<file path="config.mk">
export PLATFORM = sky130hd
export DESIGN_NAME = usb_ep0_interlock
export DESIGN_NICKNAME = d
export VERILOG_FILES = /design/src/rtl/usb_ep0_interlock.sv
export SDC_FILE = /design/constraint.sdc
export NUM_CORES = 1
export LEC_CHECK = 0
export BUFFER_PORTS_ARGS = -buffer_cell sky130_fd_sc_hd__buf_2
export CAP_MARGIN = 10
export CELL_PAD_IN_SITES_DETAIL_PLACEMENT = 0
export CELL_PAD_IN_SITES_GLOBAL_PLACEMENT = 1
export CORE_AREA = 10 10 68 70
export CTS_BUF_LIST = sky130_fd_sc_hd__clkbuf_4 sky130_fd_sc_hd__clkbuf_8 sky130_fd_sc_hd__clkbuf_16
export DETAILED_ROUTE_END_ITERATION = 10
export DIE_AREA = 0 0 78 80
export GPL_TIMING_DRIVEN = 0
export HOLD_SLACK_MARGIN = 0.15
export PLACE_DENSITY = 0.8
export SYNTH_ARGS = -nofsm -noshare
export SYNTH_HDL_FRONTEND = slang
export SYNTH_SLANG_ARGS = --single-unit
</file>
<file path="constraint.sdc">
create_clock -name clk -period 3.98 [get_ports clk]
set_clock_uncertainty 0.15 [all_clocks]
set_input_delay 0.796 -clock clk [delete_from_list [all_inputs] [get_ports clk]]
set_output_delay 0.796 -clock clk [all_outputs]
set_load 0.05 [all_outputs]
</file>
<file path="src/rtl/usb_ep0_interlock.sv">
module usb_ep0_interlock #(
  parameter int AW = 8,
  parameter logic [AW-1:0] GUARD_A = 8'hE0,
  parameter logic [AW-1:0] GUARD_B = 8'hF8,
  parameter int SPAN_LOG2 = 3,
  parameter int MAX_COUNT = 8
) (
  input  logic          clk,
  input  logic          rst_n,
  input  logic          sie_setup_data,
  input  logic          sie_ack_start,
  input  logic          sie_xfer_ack,
  input  logic [1:0]    sie_dir_flags,
  input  logic [3:0]    sie_mode_code,
  input  logic          sie_cnt_we,
  input  logic [7:0]    sie_cnt_in,
  input  logic          cpu_sel,
  input  logic          cpu_rd,
  input  logic          cpu_wr,
  input  logic [7:0]    cpu_wdata,
  output logic [7:0]    cpu_rdata,
  input  logic          cpu_buf_wr,
  input  logic [AW-1:0] cpu_buf_addr,
  output logic          buf_we,
  output logic [7:0]    mode_reg,
  output logic [7:0]    cnt_reg
);
  localparam int TAG_W = AW - SPAN_LOG2;

  logic       setup_q, win_q, hold_q, lock_q;
  logic [6:0] low_q, sie_low;
  logic [7:0] cnt_q;
  logic       mode_rd, mode_wr, cnt_wr, in_guard;

  function automatic logic [7:0] fmt_cnt(input logic [7:0] d);
    logic [3:0] c;
    c = (d[3:0] > 4'(MAX_COUNT)) ? 4'(MAX_COUNT) : d[3:0];
    return {d[7:6], 2'b00, c};
  endfunction

  assign mode_rd = cpu_rd && !cpu_sel;
  assign mode_wr = cpu_wr && !cpu_sel;
  assign cnt_wr  = cpu_wr && cpu_sel;
  assign sie_low = {sie_dir_flags, 1'b1, sie_mode_code};

  always_ff @(posedge clk) begin
    if (!rst_n) begin
      win_q   <= 1'b0;
      hold_q  <= 1'b0;
      setup_q <= 1'b0;
    end else begin
      if (sie_setup_data)     win_q <= 1'b1;
      else if (sie_ack_start) win_q <= 1'b0;

      if (sie_setup_data)               hold_q <= 1'b1;
      else if (mode_rd && !win_q)       hold_q <= 1'b0;

      if (sie_setup_data || win_q)      setup_q <= 1'b1;
      else if (mode_wr && !hold_q)      setup_q <= cpu_wdata[7];
    end
  end

  always_ff @(posedge clk) begin
    if (!rst_n) begin
      low_q  <= '0;
      lock_q <= 1'b0;
    end else if (sie_xfer_ack) begin
      low_q <= sie_low;
      if (sie_low != low_q) lock_q <= 1'b1;
      else if (mode_rd)     lock_q <= 1'b0;
    end else begin
      if (mode_wr && !lock_q) low_q <= cpu_wdata[6:0];
      if (mode_rd)            lock_q <= 1'b0;
    end
  end

  always_ff @(posedge clk) begin
    if (!rst_n)          cnt_q <= '0;
    else if (sie_cnt_we) cnt_q <= fmt_cnt(sie_cnt_in);
    else if (cnt_wr)     cnt_q <= fmt_cnt(cpu_wdata);
  end

  assign in_guard  = (cpu_buf_addr[AW-1:SPAN_LOG2] == GUARD_A[AW-1:SPAN_LOG2]) ||
                     (cpu_buf_addr[AW-1:SPAN_LOG2] == GUARD_B[AW-1:SPAN_LOG2]);
  assign buf_we    = cpu_buf_wr && !(setup_q && in_guard);
  assign mode_reg  = {setup_q, low_q};
  assign cnt_reg   = cnt_q;
  assign cpu_rdata = cpu_sel ? cnt_q : mode_reg;

  AST_SETUP_FORCED: assert property (@(posedge clk) disable iff (!rst_n)
    (sie_setup_data || win_q) |=> mode_reg[7]);
  AST_HOLD_KEEPS: assert property (@(posedge clk) disable iff (!rst_n)
    (hold_q && !(mode_rd && !win_q)) |=> mode_reg[7]);
  AST_ACK_BIT: assert property (@(posedge clk) disable iff (!rst_n)
    sie_xfer_ack |=> mode_reg[4]);
  AST_LOCK_DROPS: assert property (@(posedge clk) disable iff (!rst_n)
    (lock_q && !sie_xfer_ack) |=> $stable(mode_reg[6:0]));
  AST_BUF_GUARD: assert property (@(posedge clk) disable iff (!rst_n)
    (buf_we && mode_reg[7]) |-> !in_guard);
  AST_CNT_LIMIT: assert property (@(posedge clk) disable iff (!rst_n)
    (cnt_reg[3:0] <= 4'(MAX_COUNT)) && (cnt_reg[5:4] == 2'b00));
  logic unused_tag;
  assign unused_tag = ^TAG_W;
endmodule

</file>
**Yosys cells after proc, flatten, opt, wreduce, memory -nomap -nowiden**

Index checks and enable logic that the tools add are counted.

- Eq/ne operators: 3
- Reduce and logical (&&, ||, !) cells: 20
- Muxes and demuxes: 16
- $lt $le $gt $ge: 2

Operators by type and width:

| operator | count |
|---|---|
| two-way mux 8 bit | 3 |
| two-way mux 7 bit | 2 |
| == test 5 bit, second input constant | 2 |
| nonzero test 2 bit | 5 |
| two-way mux 1 bit | 9 |
| > comparator 4 bit, second input constant | 2 |
| logical AND 1 bit | 8 |
| two-way mux 4 bit | 2 |
| inequality test 7 bit | 1 |
| logical NOT 1 bit | 5 |
| logical OR 1 bit | 2 |

- Logic and storage cells: 47
- Input port bits: 40
- Flip-flop bits (word level): 17
- Output and inout port bits: 25

**Logic depth before layout (Yosys ltp)**

Gate-level depths: netlist of run 1.

- Word-level depth: 5
- Depth in mapped cells: 5
- Gate-level depth less buffers: 3

**Worst setup path after synthesis of run 1**

No wires, ideal clock.

- Path kind: input-to-output
- Start: input port cpu_sel
- End: output port cpu_rdata[4]
- Required time: 3,034 ps
- Path slack: 1,214 ps
- Cell stages on the path: 3
- Data arrival time: 1,820 ps
- Buffers on the path: 2
- Path through: buf_2 buf_2 nor2b_1

- Word-level cells in the longest chain between the ends: 1

RTL lines:

| item | line | RTL |
|---|---|---|
| start, declared | 17 | `input logic cpu_sel,` |
| two-way mux 8 bit | 88 | `assign cpu_rdata = cpu_sel ? cnt_q : mode_reg;` |
| end, declared | 21 | `output logic [7:0] cpu_rdata,` |

Every way passes these cells.

**Worst setup path in the final report of run 1**

- Start: input port cpu_sel
- End: output port cpu_rdata[0]

The elaborated chain is that of the path after synthesis.

==> results of run 1 <==
## logic make-up after synthesis
kind of cell,share of synthesized area (%)
buffers and inverters,7.07
flip-flops,34.3
multiplexers,14.9
other,0.378
XOR/XNOR,6.19
AO/OA/AOI/OAI,19.8
AND/OR/NAND/NOR,17.3
## per-layer routing
| layer | share of wire (%) | track usage [%] | wire length [um] |
|---|---|---|---|
| met1 | 43 | 10.8 | 1370 |
| met2 | 49 | 18.2 | 1550 |
| met3 | 6.1 | 2.48 | 196 |
| met4 | 2.4 | 5.02 | 76 |
| met5 | 0 | 0 | 0 |
## critical path: cells and delay by family
family   cells  cell delay [ns]
mux          1             0.36
buf+inv      4             0.76
## synthesized netlist by cell type, types with 2 or more instances
cell       n  area (um2)
buf_4      3        22.5
a211oi_1   4        30.0
and3_1     3        18.8
dfxtp_1   17         340
xor2_1     7        61.3
nand3b_1   3        22.5
mux2_2     6        67.6
a21oi_1   14        70.1
and4b_1    3        30.0
buf_2      2        10.0
mux2i_1    8        80.1
nor3_1     3        15.0
o21ai_0    7        35.0
a21boi_0   3        22.5
clkbuf_1   4        15.0
nand2b_1   2        12.5
inv_1      3        11.3
nor2b_1    5        31.3
o21bai_1   3        22.5
## power by group through the flow
stage | registers (mW) | logic, mW | clock network [mW]
floorplan | 0.226 | 0.0812 | 0
global placement | 0.196 | 0.158 | 0
detailed placement | 0.197 | 0.159 | 0
CTS | 0.193 | 0.160 | 0.0940
global route | 0.195 | 0.170 | 0.101
finish | 0.193 | 0.158 | 0.0912
## final timing paths
check | from | endpoint | slack [ns] | cells after the start
hold / removal | win_q$_SDFFE_PN0P_ | win_q$_SDFFE_PN0P_ | 0.35 | 2
setup / recovery | cpu_sel | cpu_rdata[0] | 1.11 | 5
setup reg to reg | lock_q$_SDFF_PN0_ | low_q[4]$_SDFFE_PN0P_ | 2.61 | 4
hold reg to reg | win_q$_SDFFE_PN0P_ | win_q$_SDFFE_PN0P_ | 0.35 | 2
## metrics by stage
step / worst slack, ns / hold slack (ns)
2_1_floorplan: 1.21 / 0.309
3_5_place_dp: 1.10 / 0.339
3_3_place_gp: 1.11 / 0.321
5_1_grt: 1.03 / 0.375
4_1_cts: 1.09 / 0.355
6_report: 1.11 / 0.350
## cell type report
cell class                      instances  share of cell area [%]
Inverter                                3                   0.825
Multi-Input combinational cell         81                    42.8
Clock inverter                          1                   0.367
Sequential cell                        17                    24.9
Timing Repair Buffer                   57                    20.9
Buffer                                 10                    4.31
Tap cell                               46                    4.22
Clock buffer                            3                    1.65
==> metrics.md, run 1 <==
| Metric | Value |
|---|---|
| CTS H-tree depth | 1 |
| Placed Cells | 214 |
| CP cell instances | buf_2 -> buf_2 -> buf_2 -> mux2_2 -> buf_2 |
| DIE AREA | 0.00624 mm2 |
| Footprint of the multi-input gates | 584 um2 |
| Power Total | 0.442 mW |
| Worst hold path type | reg2reg |
| Data arrival, critical path | 1.93 ns |
| YS warnings | 0 |
| Core Region | 0.00328 mm2 |
| Post-CTS resize count | 0 |
| Routability cong. | 0.797 |
| Share of synthesized registers carrying an async set or reset | 0% |
| Synthesized area | 991 um2 |
| Leak pwr | 0.718 nW |
| Vias in the first global route | 1134 |
| Nets | 213 |
| Post-Syn Area per Cell | 9.01 um2 |
| Max reg flops | 7 |
| Die Span Y | 80 um |
| Grt ovf | 0 |
| TritonRoute pass-1 iters | 4 |
| Via count | 1023 |
| Fin crit share | 72.2% |
| Pin count of the biggest net entering global routing | 11 |
| IO buf count | 57 |
| DRT iter0 DRCs | 42 |
| Storage cell area | 340 um2 |
| DRC viols | 0 |
| NetSw | 0.170 mW |
| Register area share after synthesis | 34.3% |
| Cts hold-fix bufs | 0 |
| Most frequent cells in the layout | buf_2, dfxtp_1, a21oi_1 |
| Vias per cell | 4.69 |
| # fillers | 351 |
| Final std cells w/o fill | 218 |
| Post-CTS Setup Bufs | 0 |
| RSZ-0062 raised after global routing | false |
| CTS tree | built |
| Initial antenna violation count | 0 |
| Root buf cell | clkbuf_4 |
| Post-Place Cell Area | 0.00134 mm2 |
| Crit path max-delay cell type | mux2_2 |
| Max Root-Sink Buffers | 2 |
| Comb power frac | 35.8% |
| Core Rows | 21 |
| Seq pwr share | 43.6% |
| WL final | 3.19 mm |
| Post-detail-place hpwl | 2.72 mm |
| Crit-path max cell delay | 0.36 ns |
| GRT Util Overall | 10.1% |
| Fraction of layout instances using a drive strength above 1 | 43.0% |
| Internal power | 0.272 mW |
| Final setup viols | 0 |
| DRT antenna net count | 0 |
| Most common cell after layout, fill and taps aside | buf_2 |
| Final hold viol count | 0 |
| Final Slew Violations | 0 |
| Clock Sinks | 17 |
| Tmin final | 2.87 ns |
| Final Util | 41.6% |
| Wire length of the first global-routing pass | 5.29 mm |
| Number of flops mapped to enable cells by yosys | 0 |
| Status | completed |
| Clock transition at path regs | 0.10 ns |
| Final setup TNS | 0 ns |
| Fin area | 0.00137 mm2 |
| Cell area power density | 324 mW/mm2 |
| Part of the power in the clock network | 20.6% |
| Top FF cell, synth | dfxtp_1 |
| CP most frequent cell | buf_2 |
| CP endpoint kind | primary output |
| Cell variety after synth | 29 |
| CP Max Fanout | 10 |
| Sw Share | 38.5% |
| Post-Synthesis Cells | 110 |
| Worst skew pair latency | 0.28 ns |
| Area delta synth->final | 37.8% |
| Starting Density | 30.2% |
| Ant diodes | 0 |
| Die Span X | 78 um |
| Max Fclk | 348 MHz |
| Max_cap viols | 0 |
| FF+latch count, synth | 17 |
| Max VDD drop | 88.2 uV |
| CTS Buf Count | 3 |
| Type of the worst setup path | in2out |
| Wire length per cell | 14.6 um |
| Startpoint types | input port |
| CP Data Required Time | 3.03 ns |
| I/O Pins | 65 |
Power figures use the tool's default switching activity.
==> run 2: changes to the inputs <==
ABC_AREA = 1   (was default)
CORE_AREA = 10 10 73 75   (was 10 10 68 70)
DIE_AREA = 0 0 83 85   (was 0 0 78 80)
PLACE_DENSITY = 0.75   (was 0.8)
clock period = 2.9 ns   (was 3.98 ns; I/O delays follow)
==> run 2 against run 1 <==
Net effect: core utilization down 5.5 points; cell count is 22% higher; via count up 13%; first-iteration DRC count increased by 12%; critical path depth stayed put; power is 56% higher; global-route usage shrank 1.1 points; flip-flop and latch count stayed put; synthesized cell count grew 42%; largest power group unchanged; highest routed layer unchanged.
==> metrics.md, run 2 <==
| Metric | Value |
|---|---|
| Ant diodes | 0 (unchanged) |
| Post-Synthesis Cells | 156 (was 110) |
| Synth top area share | 33.4% (was 34.3%) |
| Post-CTS resize count | 0 (unchanged) |
| CP Data Required Time | 2.17 ns (was 3.03 ns) |
| Placed Cells | 263 (was 214) |
| Cell variety after synth | 26 (was 29) |
| Vias in the first global route | 1170 (was 1134) |
| # fillers | 457 (was 351) |
| Post-CTS Setup Bufs | 0 (unchanged) |
| Fin crit share | 84.1% |
| Hold path start | hold_q$_SDFFE_PN0P_ (was win_q$_SDFFE_PN0P_) |
| Max VDD drop | 195 uV (was 88.2 uV) |
| Share of synthesized registers carrying an async set or reset | 0% (unchanged) |
| Fin Hold WS | 0.345 ns (was 0.350 ns) |
| CP endpoint kind | primary output (unchanged) |
| Cell accounting for the most synthesized area | dfxtp_1 (unchanged) |
| CTS Buf Count | 3 (unchanged) |
| Max Fclk | 410 MHz |
| Pin count of the biggest net entering global routing | 11 (unchanged) |
| Post-Place Cell Area | 0.00137 mm2 (was 0.00134 mm2) |
| Most frequent cells in the layout | buf_2, nand2_1, inv_1 (was buf_2, dfxtp_1, a21oi_1) |
| Max_cap viols | 0 (unchanged) |
| RR Endpoint | low_q[0]$_SDFFE_PN0P_ (was low_q[4]$_SDFFE_PN0P_) |
| Leak pwr | 0.761 nW (was 0.718 nW) |
| Max reg flops | 7 (unchanged) |
| Worst hold path type | reg2reg (unchanged) |
| Final Slew Violations | 0 (unchanged) |
| CTS tree | built (unchanged) |
| Storage cell area | 340 um2 (unchanged) |
| Status | completed (unchanged) |
| Via count | 1157 (was 1023) |
| Core Region | 0.00391 mm2 (was 0.00328 mm2) |
| Max Root-Sink Buffers | 2 (unchanged) |
| Worst path bufs/invs | 3 (was 4) |
| Ranking of synthesized cells by area | dfxtp_1, nand2_1, o21ai_0, inv_1, nand3_1 (was dfxtp_1, mux2i_1, a21oi_1, mux2_2, xor2_1) |
| Routability cong. | 0.739 (was 0.797) |
| RSZ-0062 raised after global routing | false (unchanged) |
| Top cell family by delay on the critical path | buffers and inverters (unchanged) |
| Cell area power density | 490 mW/mm2 (was 324 mW/mm2) |
| Root buf cell | clkbuf_8 (was clkbuf_4) |
| Crit-path max cell delay | 0.44 ns (was 0.36 ns) |
| TritonRoute pass-1 iters | 4 (unchanged) |
| Slew HR | 64.7% |
| DIE AREA | 0.00706 mm2 (was 0.00624 mm2) |
| Hold depth | 2 (unchanged) |
| R2R setup slack | 1.69 ns (was 2.61 ns) |
| Die Span X | 83 um (was 78 um) |
| R2R depth | 6 (was 4) |
| Fraction of layout instances using a drive strength above 1 | 36.9% (was 43.0%) |
| Initial antenna violation count | 0 (unchanged) |
| CP most frequent cell | buf_2 (unchanged) |
| FF+latch count, synth | 17 (unchanged) |
| IO buf count | 56 (was 57) |
| Grt ovf | 0 (unchanged) |
| Final hold viol count | 0 (unchanged) |
| DRT iter0 DRCs | 47 (was 42) |
| Final setup viols | 0 (unchanged) |
| DRC viols | 0 (unchanged) |
| Nets | 258 (was 213) |
| Type of the worst setup path | in2out (unchanged) |
| Wire length per cell | 12.8 um (was 14.6 um) |
| Register area share after synthesis | 33.4% (was 34.3%) |
| Tmin final | 2.44 ns |
| Wire length of the first global-routing pass | 5.29 mm (unchanged) |
| Clock transition at path regs | 0.07 ns (was 0.10 ns) |
| Final std cells w/o fill | 267 (was 218) |
| Clock Sinks | 17 (unchanged) |
| Crit path max-delay cell type | clkbuf_1 (was mux2_2) |
| Most common cell after layout, fill and taps aside | buf_2 (unchanged) |
| WL final | 3.41 mm (was 3.19 mm) |
| Data arrival, critical path | 1.71 ns (was 1.93 ns) |
| I/O Pins | 65 (unchanged) |
| Top FF cell, synth | dfxtp_1 (unchanged) |
| Hold Crit Endpoint | hold_q$_SDFFE_PN0P_ (was win_q$_SDFFE_PN0P_) |
| Area delta synth->final | 38.6% (was 37.8%) |
| Vias per cell | 4.33 (was 4.69) |
| Top-count cell post-synth | nand2_1 (was dfxtp_1) |
| FF-to-FF Start | lock_q$_SDFF_PN0_ (unchanged) |
| Startpoint types | input port (unchanged) |
| Worst skew pair latency | 0.25 ns (was 0.28 ns) |
| CP cell instances | buf_2 -> clkbuf_1 -> nand2_1 -> o21ai_0 -> buf_2 (was buf_2 -> buf_2 -> buf_2 -> mux2_2 -> buf_2) |
| Dpl ws | 0.463 ns (was 1.10 ns) |
| CP Max Fanout | 10 (unchanged) |
| Post-detail-place hpwl | 2.89 mm (was 2.72 mm) |
| Final worst slack | 0.460 ns (was 1.11 ns) |
| Synthesized area | 0.00102 mm2 (was 991 um2) |
| Number of flops mapped to enable cells by yosys | 0 (unchanged) |
| GRT Util Overall | 8.95% (was 10.1%) |
| Die Span Y | 85 um (was 80 um) |
| DRT antenna net count | 0 (unchanged) |
| Starting Density | 26.0% (was 30.2%) |
| Synth top cells by count | nand2_1, inv_1, o21ai_0 (was dfxtp_1, a21oi_1, mux2i_1) |
| Cts hold-fix bufs | 0 (unchanged) |
| Footprint of the multi-input gates | 539 um2 (was 584 um2) |
| Worst slew pin tran | 0.530 ns |
| Core Rows | 23 (was 21) |
| Post-Syn Area per Cell | 6.53 um2 (was 9.01 um2) |
| Final setup TNS | 0 ns (unchanged) |
| YS warnings | 0 (unchanged) |
| CTS H-tree depth | 1 (unchanged) |
| Fin area | 0.00141 mm2 (was 0.00137 mm2) |
run 2: where the power goes:
group	internal (mW)	total (mW)	switching [mW]
registers	0.252	0.265	0.0124
clock network	0.0954	0.182	0.0869
logic	0.0697	0.245	0.175
total	0.417	0.692	0.274
run 2: layout make-up:
cell class	instances	area share (%)
Clock inverter	1	0.355
Timing Repair Buffer	56	19.9
Inverter	24	6.38
Clock buffer	3	2.93
Sequential cell	17	24.1
Buffer	8	3.72
Multi-Input combinational cell	108	38.2
Tap cell	50	4.43
run 2: cells by family (layout without fill, tap and decap cells):
| family | after synthesis | after routing | share of synthesized area, % |
|---|---|---|---|
| flops | 17 | 17 | 33.4 |
| xor+xnor | 1 | 1 | 0.860 |
| compound gates | 43 | 43 | 25.9 |
| simple gates | 62 | 62 | 25.4 |
| buf+inv | 32 | 92 | 14.0 |
| other cells | 1 | 2 | 0.368 |
run 2: worst max path at each step:
stage | slack, ns | to | from | cells after the start
2_1_floorplan | 0.27 | cpu_rdata[0] | low_q[0]$_SDFFE_PN0P_ | 2
3_3_place_gp | 0.46 | cpu_rdata[3] | cpu_sel | 5
3_5_place_dp | 0.46 | cpu_rdata[3] | cpu_sel | 5
4_1_cts | 0.46 | cpu_rdata[3] | cpu_sel | 5
5_1_grt | 0.37 | cpu_rdata[3] | cpu_sel | 5
6_report | 0.46 | cpu_rdata[3] | cpu_sel | 5
run 2: worst min-delay path, stage by stage, from the launching register on:
cell and delay [ns]:
dfxtp_1 0.31, nor2_1 0.09, a311oi_1 0.04
run 2: routing by layer:
| layer | vias up | routed length (um) | track usage, % |
|---|---|---|---|
| met5 | - | 0 | 0 |
| met4 | 0 | 38 | 4.18 |
| met3 | 2 | 198 | 2.29 |
| met2 | 39 | 1630 | 15.7 |
| met1 | 490 | 1550 | 9.85 |
| li1 | 626 | - | - |
run 2: metrics by stage:
| stage | total power [mW] | util, % |
|---|---|---|
| final | 0.692 | 36.1 |
| after global routing | 0.725 | 36.1 |
| after CTS | 0.700 | 36.1 |
| after detailed placement | 0.517 | 34.9 |
| after global placement | 0.516 | 34.9 |
| after floorplan | 0.445 | - |
